<file path="config.mk">
export PLATFORM = sky130hd
export DESIGN_NAME = brd_irq_enc
export DESIGN_NICKNAME = d
export VERILOG_FILES = /design/src/rtl/brd_irq_pkg.sv /design/src/rtl/brd_irq_gather.sv /design/src/rtl/brd_irq_prio.sv /design/src/rtl/brd_irq_regs.sv /design/src/rtl/brd_irq_enc.sv
export SDC_FILE = /design/constraint.sdc
export NUM_CORES = 1
export LEC_CHECK = 0
export ABC_AREA = 1
export BUFFER_PORTS_ARGS = -buffer_cell sky130_fd_sc_hd__buf_4
export CAP_MARGIN = 10
export CORE_ASPECT_RATIO = 1.1
export CORE_MARGIN = 8
export CORE_UTILIZATION = 50
export CTS_BUF_LIST = sky130_fd_sc_hd__clkbuf_16
export CTS_CLUSTER_SIZE = 40
export DETAILED_ROUTE_END_ITERATION = 10
export HOLD_SLACK_MARGIN = 0.12
export PLACE_DENSITY = 0.77
export SYNTH_ARGS = -nofsm -noshare
export SYNTH_HDL_FRONTEND = slang
export SYNTH_SLANG_ARGS = --single-unit
</file>
<file path="constraint.sdc">
create_clock -name clk -period 6.3 [get_ports clk]
set_input_delay 1.575 -clock clk [delete_from_list [all_inputs] [get_ports clk]]
set_output_delay 1.575 -clock clk [all_outputs]
set_load 0.005 [all_outputs]
</file>
<file path="src/rtl/brd_irq_pkg.sv">
package brd_irq_pkg;

    localparam int N_SRC   = 13;
    localparam int REG_W   = 16;
    localparam int CODE_W  = 4;
    localparam int POS_W   = $clog2(REG_W);

    typedef logic [POS_W-1:0]  pos_t;
    typedef logic [CODE_W-1:0] code_t;

    // byte offsets inside the 64-byte window (software map)
    localparam int OFS_ENABLE = 'h00;
    localparam int OFS_HALT   = 'h30;
    localparam int OFS_VER    = 'h32;
    localparam int OFS_PORT   = 'h36;

    // bit position in the monitor / enable words owned by each source
    function automatic pos_t src_pos(input int idx);
        case (idx)
            0:       return pos_t'(11);
            1:       return pos_t'(9);
            2:       return pos_t'(8);
            3:       return pos_t'(12);
            4:       return pos_t'(10);
            5:       return pos_t'(6);
            6:       return pos_t'(5);
            7:       return pos_t'(4);
            8:       return pos_t'(7);
            9:       return pos_t'(14);
            10:      return pos_t'(13);
            11:      return pos_t'(0);
            default: return pos_t'(15);
        endcase
    endfunction

    // priority code of each source: smaller wins
    function automatic code_t src_code(input int idx);
        return code_t'(idx);
    endfunction

endpackage

</file>
<file path="src/rtl/brd_irq_gather.sv">
module brd_irq_gather
    import brd_irq_pkg::*;
#(
    parameter int NUM_SRC = N_SRC,
    parameter int DATA_W  = REG_W
) (
    input  logic [NUM_SRC-1:0] req,
    output logic [DATA_W-1:0]  mon
);

    // each monitor bit is the OR of the sources placed on it
    for (genvar b = 0; b < DATA_W; b++) begin : g_bit
        logic hit;
        always_comb begin
            hit = 1'b0;
            for (int i = 0; i < NUM_SRC; i++) begin
                if (src_pos(i) == pos_t'(b)) begin
                    hit = hit | req[i];
                end
            end
        end
        assign mon[b] = hit;
    end

endmodule

</file>
<file path="src/rtl/brd_irq_prio.sv">
module brd_irq_prio
    import brd_irq_pkg::*;
#(
    parameter int NUM_SRC = N_SRC,
    parameter int DATA_W  = REG_W
) (
    input  logic [DATA_W-1:0] active,
    output code_t             best
);

    always_comb begin
        best = '1;
        for (int i = 0; i < NUM_SRC; i++) begin
            if (active[src_pos(i)] && (src_code(i) < best)) begin
                best = src_code(i);
            end
        end
    end

endmodule

</file>
<file path="src/rtl/brd_irq_regs.sv">
module brd_irq_regs
    import brd_irq_pkg::*;
#(
    parameter int              ADDR_W  = 6,
    parameter int              DATA_W  = REG_W,
    parameter logic [DATA_W-1:0] VERSION = 16'h0010
) (
    input  logic              clk,
    input  logic              rst_n,
    input  logic              sel,
    input  logic              wr,
    input  logic [ADDR_W-1:0] addr,
    input  logic [DATA_W-1:0] wdata,
    output logic [DATA_W-1:0] enable_d,
    output logic [DATA_W-1:0] enable_q,
    output logic [DATA_W-1:0] rdata,
    output logic              halt
);

    localparam logic [ADDR_W-1:0] A_ENABLE = ADDR_W'(OFS_ENABLE);
    localparam logic [ADDR_W-1:0] A_HALT   = ADDR_W'(OFS_HALT);
    localparam logic [ADDR_W-1:0] A_VER    = ADDR_W'(OFS_VER);
    localparam logic [ADDR_W-1:0] A_PORT   = ADDR_W'(OFS_PORT);

    logic              wr_stb;
    logic              rd_stb;
    logic [DATA_W-1:0] port_q;
    logic [DATA_W-1:0] port_d;
    logic [DATA_W-1:0] rd_val;
    logic              halt_d;

    assign wr_stb = sel & wr;
    assign rd_stb = sel & ~wr;

    always_comb begin
        enable_d = enable_q;
        port_d   = port_q;
        halt_d   = 1'b0;
        if (wr_stb) begin
            unique case (addr)
                A_ENABLE: enable_d = wdata;
                A_PORT:   port_d   = wdata;
                A_HALT:   halt_d   = wdata[0];
                default:  ;
            endcase
        end
    end

    always_comb begin
        unique case (addr)
            A_ENABLE: rd_val = enable_q;
            A_PORT:   rd_val = port_q;
            A_VER:    rd_val = VERSION;
            default:  rd_val = '0;
        endcase
    end

    always_ff @(posedge clk) begin
        if (!rst_n) begin
            enable_q <= '0;
            port_q   <= '0;
            rdata    <= '0;
            halt     <= 1'b0;
        end else begin
            enable_q <= enable_d;
            port_q   <= port_d;
            halt     <= halt_d;
            if (rd_stb) begin
                rdata <= rd_val;
            end
        end
    end

endmodule

</file>
<file path="src/rtl/brd_irq_enc.sv">
module brd_irq_enc
    import brd_irq_pkg::*;
#(
    parameter int                NUM_SRC = N_SRC,
    parameter int                ADDR_W  = 6,
    parameter int                DATA_W  = REG_W,
    parameter int                LVL_W   = CODE_W,
    parameter logic [DATA_W-1:0] VERSION = 16'h0010
) (
    input  logic               clk,
    input  logic               rst_n,
    input  logic [NUM_SRC-1:0] irq_req_i,
    input  logic               bus_sel_i,
    input  logic               bus_wr_i,
    input  logic [ADDR_W-1:0]  bus_addr_i,
    input  logic [DATA_W-1:0]  bus_wdata_i,
    output logic [DATA_W-1:0]  bus_rdata_o,
    output logic [LVL_W-1:0]   irq_level_o,
    output logic               halt_req_o
);

    logic [DATA_W-1:0] mon_w;
    logic [DATA_W-1:0] enable_d;
    logic [DATA_W-1:0] enable_q;
    code_t             best_code;
    logic [LVL_W-1:0]  lvl_q;

    brd_irq_gather #(.NUM_SRC(NUM_SRC), .DATA_W(DATA_W)) u_gather (
        .req (irq_req_i),
        .mon (mon_w)
    );

    brd_irq_regs #(.ADDR_W(ADDR_W), .DATA_W(DATA_W), .VERSION(VERSION)) u_regs (
        .clk      (clk),
        .rst_n    (rst_n),
        .sel      (bus_sel_i),
        .wr       (bus_wr_i),
        .addr     (bus_addr_i),
        .wdata    (bus_wdata_i),
        .enable_d (enable_d),
        .enable_q (enable_q),
        .rdata    (bus_rdata_o),
        .halt     (halt_req_o)
    );

    // encode on the next-state enable so a write takes effect on its own edge
    brd_irq_prio #(.NUM_SRC(NUM_SRC), .DATA_W(DATA_W)) u_prio (
        .active (mon_w & enable_d),
        .best   (best_code)
    );

    always_ff @(posedge clk) begin
        if (!rst_n) begin
            lvl_q <= '0;
        end else begin
            lvl_q <= ~LVL_W'(best_code);
        end
    end

    assign irq_level_o = lvl_q;

endmodule

</file>
==> results.py, run 1 <==
metrics = {
    "global_routing": {
        "grt_pass1_wl_um": 10090,
        "antenna_found_initial": 0,
        "grt-ovfl-total": 0,
        "grt_max_degree": 34,
        "grt_pass1_vias": 2131,
        "grt_usage_pct": 15.69,
    },
    "route": {
        "vias": 2229,
        "ant_nets": 0,
        "wl_per_cell_um": 13.38,
        "drtIter0Drc": 220,
        "drc": 0,
        "first_pass_iters": 4,
        "drt_wl_total_um": 5873,
        "via_per_inst": 5.077,
    },
    "synth": {
        "synthMuxAreaShare_pct": 1.210,
        "synth_compound_area_share_pct": 18.10,
        "yosysSeqAreaShare_pct": 42.76,
        "syn_area_um2": 2481,
        "synth_cells": 326,
        "yosysWarnings": 0,
        "synth_xor_area_share_pct": 0,
        "ys_ff_latch": 53,
        "synth_top_family_by_area": "simple AND/OR/NAND/NOR gates",
        "synth_edf_count": 0,
        "synth_ff_type": "dfxtp_1",
        "synthArstFlopShare_pct": 0,
        "syn_avg_cell_area_um2": 7.611,
        "yosys.area_share.simple_pct": 28.24,
        "synth_fp_nets": 365,
        "synth_fa_ha_area_share_pct": 0,
        "synth_cell_type_count": 35,
    },
    "clock_network": {
        "postCtsSetupRepairBufs": 0,
        "clockBufferDepth": 2,
        "insertion_delay_ps": 290,
        "root_buffer": "clkbuf_16",
        "htree_levels": 2,
        "cts_sinks": 53,
        "numCtsBuffers": 5,
        "cts.repair.resized": 0,
        "cts_tree": "done",
        "clkTransAtPathRegs_ps": 70,
        "cts-hold-fix-buffers": 0,
    },
    "sta": {
        "tns_ps": 0,
        "drv_slew": 0,
        "finalCritPeriodShare_pct": 54.84,
        "hold_viol": 0,
        "finalClockSkew_ps": 4.525,
        "rsz0062_at_grt": "false",
        "max_slew_margin_pct": 27.51,
        "setup_viol": 0,
        "fin_crit_ps": 3455,
        "worstMarginPinSlew_ps": 1084,
        "fmax_mhz": 289.4,
    },
    "place": {
        "dp.cells": 431,
        "io_buffers": 59,
        "dp_hpwl_um": 4349,
        "gp_congestion": 0.8598,
    },
    "setup_path": {
        "cp_max_fo": 20,
        "crit_type": "primary input to flop",
        "cp_slowest_stage_delay_ps": 470,
        "cpMaxStageDelayCell": "nand4_2",
        "cp-end-kind": "flop",
        "critPathArrivalTime_ps": 3590,
        "cp.required_ps": 6430,
        "cp-start-kind": "primary input",
        "worstPathCellList": "buf_4 -> nor2_4 -> nand4_2 -> or2_1 -> o211ai_2 -> nand3_2 -> nor2_4 -> nand2_2 -> nor2_1 -> nor2_1 -> nand4_2 -> a21oi_2",
    },
    "floorplan": {
        "dieArea_um2": 7475,
        "initial_core_util_pct": 50.65,
        "die_height_um": 89.88,
        "fp-row-count": 27,
        "die-width_um": 83.17,
        "io_pins": 60,
        "core_um2": 4898,
    },
    "cells_and_area": {
        "final_nets": 419,
        "num-fill-cells": 448,
        "drive_gt1_share_pct": 26.51,
        "fin_cells": 439,
        "num_antenna_cells": 0,
        "regArea_um2": 1061,
        "multi_input_area_um2": 1180,
        "area_delta_synth_final_pct": 24.31,
    },
    "job": {
        "maxCapViolations": 0,
    },
    "power": {
        "powerDensity_nw_per_um2": 211.6,
        "peakVddDrop_v": 0.0001179,
        "p_leak_nw": 1.351,
    },
    "status": {
        "status": "completed",
    },
    "hold_path": {
        "hp-class": "flop to flop",
    },
}
==> cell usage in the layout (no fill, tap or decap), drive strengths merged, types with 6 or more instances in the layout <==
master  synthesis  layout
buf             3      60
a21oi          36      36
inv            46      46
o22ai           8       8
dfxtp          53      53
nand3          14      14
o21ai          31      31
nand4           6       6
nand2          66      66
nor2           37      37
==> layer usage <==
metal / wire length [µm] / up-vias / track usage, %
met5: 0 / - / 0
met3: 313 / 4 / 4.422
met4: 46 / 0 / 3.959
li1: - / 1168 / -
met2: 2840 / 57 / 24.66
met1: 2673 / 1000 / 20.46
==> cells by family after synthesis <==
family                 count (synthesis)
and+or+nand+nor                      130
muxes                                  3
AOI/OAI and AO/OA                     81
buffers and inverters                 59
DFF                                   53
==> cells in the mapped netlist (2+ instances only) <==
library cell | count | area (µm²)
nand3_2 | 6 | 60.06
a21oi_2 | 2 | 17.52
nand2_4 | 3 | 33.78
nor2_1 | 28 | 105.1
nor2_4 | 5 | 56.30
a21oi_1 | 34 | 170.2
or2_2 | 2 | 12.51
clkbuf_1 | 9 | 33.78
nand4_1 | 4 | 25.02
dfxtp_1 | 53 | 1061
mux2i_1 | 3 | 30.03
nor2_8 | 2 | 40.04
o21ai_0 | 31 | 155.2
o211ai_2 | 2 | 25.02
nand2_1 | 59 | 221.5
inv_1 | 44 | 165.2
o22ai_1 | 8 | 50.05
or2_1 | 2 | 12.51
nor2_2 | 2 | 12.51
nand4_2 | 2 | 25.02
nand2_2 | 4 | 25.02
inv_2 | 2 | 7.510
nand3_1 | 7 | 35.03
==> worst paths after layout <==
path	start	slack (ps)	cells past startpoint	to
min	u_regs.port_q[10]	450	2	u_regs.port_q[10]
max	bus_addr_i[3]	2840	12	irq_level_o[0]
min reg2reg	u_regs.port_q[10]	450	2	u_regs.port_q[10]
max reg2reg	u_regs.enable_q[9]	4660	12	irq_level_o[0]
==> per-stage QoR <==
step | utilization, % | hold slack [ps] | area [µm²] | total power, mW | setup slack (ps)
detailed placement | 59.95 | 437.6 | 2937 | 0.3929 | 2545
finish | 62.96 | 445.8 | 3084 | 0.6526 | 2845
CTS | 62.96 | 448.0 | 3084 | 0.6597 | 2851
global placement | 59.95 | 433.1 | 2937 | 0.3923 | 2640
floorplan | - | 424.6 | 2481 | 0.3664 | 3209
global route | 62.96 | 458.5 | 3084 | 0.6802 | 2607
==> sequential cells by signal, indices dropped and copies added (netlist names) <==
signal,flops
irq_level_o,4
u_regs.port_q,16
u_regs.rdata,16
u_regs.halt,1
u_regs.enable_q,16
==> final cells by class <==
cell class                      count  area share [%]
Clock buffer                        5           4.057
Tap cell                           58           2.353
Sequential cell                    53           34.40
Inverter                           46           5.598
Multi-Input combinational cell    214           38.26
Timing Repair Buffer               60           14.60
Clock inverter                      3          0.7302
==> worst max-delay path, delay by kind of cell <==
kind | cells | cell delay (ps)
AND/OR/NAND/NOR | 9 | 1710
AO/OA/AOI/OAI | 2 | 180
buffers and inverters | 1 | 120
==> power breakdown <==
part | total, mW | internal (mW) | switching (mW)
Clock | 0.268 | 0.147 | 0.120
Sequential | 0.336 | 0.336 | 0.000377
Combinational | 0.0487 | 0.0217 | 0.0269
Total | 0.653 | 0.505 | 0.148
(Power assumes the default switching activity.)
==> run 2, diff against run 1 <==
- clock period: 6.3 -> 3.3 ns (I/O delays scaled with it)
==> run 2 against run 1 <==
Compared with the run above:
- register-to-register slack lost 3000 ps
- die area is the same
- critical path depth is the same
- core utilization grew 0.26 points
- sequential power grew 91%
- first-iteration DRC count shrank 23%
- design area grew 0.41%
- critical endpoint is now irq_level_o[1]
- largest cell class unchanged
==> results.py, run 2 (synthesis gave the netlist of run 1 again) <==
metrics = {
    "setup_path": {
        "critPathArrivalTime_ps": 2750,
        "cp-end-kind": "flop",
        "cp_slowest_stage_delay_ps": 300,
        "r2r_setup_slack_ps": 1650,
        "rr_worst_depth": 11,
        "path_delay_family": "simple AND/OR/NAND/NOR gates",
        "cp_num_buf_inv": 3,
        "cp_max_fo": 11,
        "cpMaxStageDelayCell": "nand4_2",
        "worstPathCellList": "buf_4 -> nor2_4 -> nand4_2 -> buf_4 -> or2_2 -> o21ai_0 -> inv_1 -> nand2_1 -> nor2_1 -> nor2_1 -> nand4_2 -> a21oi_2",
        "r2r-end": "irq_level_o[0]",
        "crit_type": "primary input to flop",
        "cp.required_ps": 3530,
        "cp-start-kind": "primary input",
        "r2r-start": "u_regs.enable_q[9]",
    },
    "cells_and_area": {
        "area_delta_synth_final_pct": 24.81,
        "multi_input_area_um2": 1180,
        "layout_commonest_cell": "buf_4",
        "final_nets": 422,
        "post-route-util_pct": 63.22,
        "fin_cells": 442,
        "num_antenna_cells": 0,
        "drive_gt1_share_pct": 26.56,
        "regArea_um2": 1061,
        "mostFrequentLayoutCells": "63 x buf_4, 59 x nand2_1, 53 x dfxtp_1, 44 x inv_1, 34 x a21oi_1",
        "num-fill-cells": 463,
        "largestRegisters": "u_regs.enable_q x16, u_regs.port_q x16, u_regs.rdata x16",
    },
    "sta": {
        "fmax_mhz": 396.6,
        "finalCritPeriodShare_pct": 76.40,
        "fin_crit_ps": 2521,
        "worstMarginPinSlew_ps": 579.0,
        "finalClockSkew_ps": 3.028,
        "max_slew_margin_pct": 61.36,
        "drv_slew": 0,
        "whs_ps": 451.3,
        "tns_ps": 0,
        "setup_viol": 0,
        "hold_viol": 0,
        "rsz0062_at_grt": "false",
    },
    "floorplan": {
        "die-width_um": 83.17,
        "core_um2": 4898,
        "die_height_um": 89.88,
        "fp-row-count": 27,
        "io_pins": 60,
        "initial_core_util_pct": 50.65,
        "dieArea_um2": 7475,
    },
    "power": {
        "powerDensity_nw_per_um2": 399.7,
        "peakVddDrop_v": 0.0002691,
        "p_total_mw": 1.238,
        "p_leak_nw": 1.371,
    },
    "route": {
        "wl_per_cell_um": 13.86,
        "via_per_inst": 5.140,
        "first_pass_iters": 5,
        "ant_nets": 0,
        "drt_wl_total_um": 6126,
        "drtIter0Drc": 169,
        "drc": 0,
        "vias": 2272,
    },
    "global_routing": {
        "grt-ovfl-total": 0,
        "antenna_found_initial": 0,
        "grt_usage_pct": 16.79,
        "grt_pass1_vias": 2273,
        "grt_pass1_wl_um": 10650,
        "grt_max_degree": 25,
    },
    "clock_network": {
        "numCtsBuffers": 5,
        "cts-hold-fix-buffers": 0,
        "clkTransAtPathRegs_ps": 70,
        "cts.repair.resized": 0,
        "clockBufferDepth": 2,
        "htree_levels": 2,
        "cts_tree": "done",
        "root_buffer": "clkbuf_16",
        "postCtsSetupRepairBufs": 0,
        "cts_sinks": 53,
        "insertion_delay_ps": 290,
    },
    "hold_path": {
        "holdPathStages": 2,
        "hold_start": "u_regs.port_q[15]",
        "hp-class": "flop to flop",
        "hold_end": "u_regs.port_q[15]",
    },
    "place": {
        "dp.cells": 434,
        "dp_hpwl_um": 4671,
        "gp_congestion": 0.8422,
        "io_buffers": 59,
    },
    "status": {
        "status": "completed",
    },
    "job": {
        "maxCapViolations": 0,
    },
}
==> run 2: layout make-up <==
| class | count | area share [%] |
|---|---|---|
| multi-input combinational | 214 | 38.10 |
| sequential | 53 | 34.26 |
| timing repair buffer | 63 | 15.27 |
| inverter | 46 | 5.576 |
| clock buffer | 5 | 4.040 |
| tap | 58 | 2.343 |
| clock inverter | 3 | 0.4040 |
==> run 2: worst max-delay path by stage <==
| stage | start | endpoint | cells past startpoint |
|---|---|---|---|
| final | bus_addr_i[3] | irq_level_o[1] | 12 |
| after global routing | bus_addr_i[3] | irq_level_o[1] | 12 |
| after CTS | bus_addr_i[3] | irq_level_o[1] | 12 |
| after detailed placement | bus_addr_i[3] | irq_level_o[0] | 12 |
| after global placement | bus_addr_i[3] | irq_level_o[1] | 12 |
| after floorplan | bus_addr_i[3] | irq_level_o[1] | 14 |
==> run 2: worst reg2reg max path, delay by kind of cell (launching register included) <==
family                 cells  cell delay [ps]
buffers and inverters      1               70
DFF                        1              310
AOI/OAI and AO/OA          1              120
and+or+nand+nor            9             1090
==> run 2: metal layers <==
layer | vias to the layer above | share of wire (%) | GRT usage, % | routed length, µm
li1 | 1165 | - | - | -
met1 | 1040 | 45 | 20.45 | 2761
met2 | 60 | 48 | 27.51 | 2934
met3 | 7 | 5.6 | 4.874 | 346
met4 | 0 | 1.4 | 5.425 | 84
met5 | - | 0 | 0 | 0
==> run 2: stage by stage <==
step	area, µm²	setup slack (ps)
6_report	3097	778.7
3_3_place_gp	2959	578.7
4_1_cts	3097	779.4
5_1_grt	3097	556.0
3_5_place_dp	2959	497.7
2_1_floorplan	2481	959.4
==> run 2: power breakdown <==
| group | internal, mW | leakage, nW | switching, mW | total (mW) |
|---|---|---|---|---|
| clock network | 0.275 | 0.0687 | 0.226 | 0.501 |
| logic | 0.0423 | 0.875 | 0.0518 | 0.0941 |
| registers | 0.642 | 0.427 | 0.000804 | 0.642 |
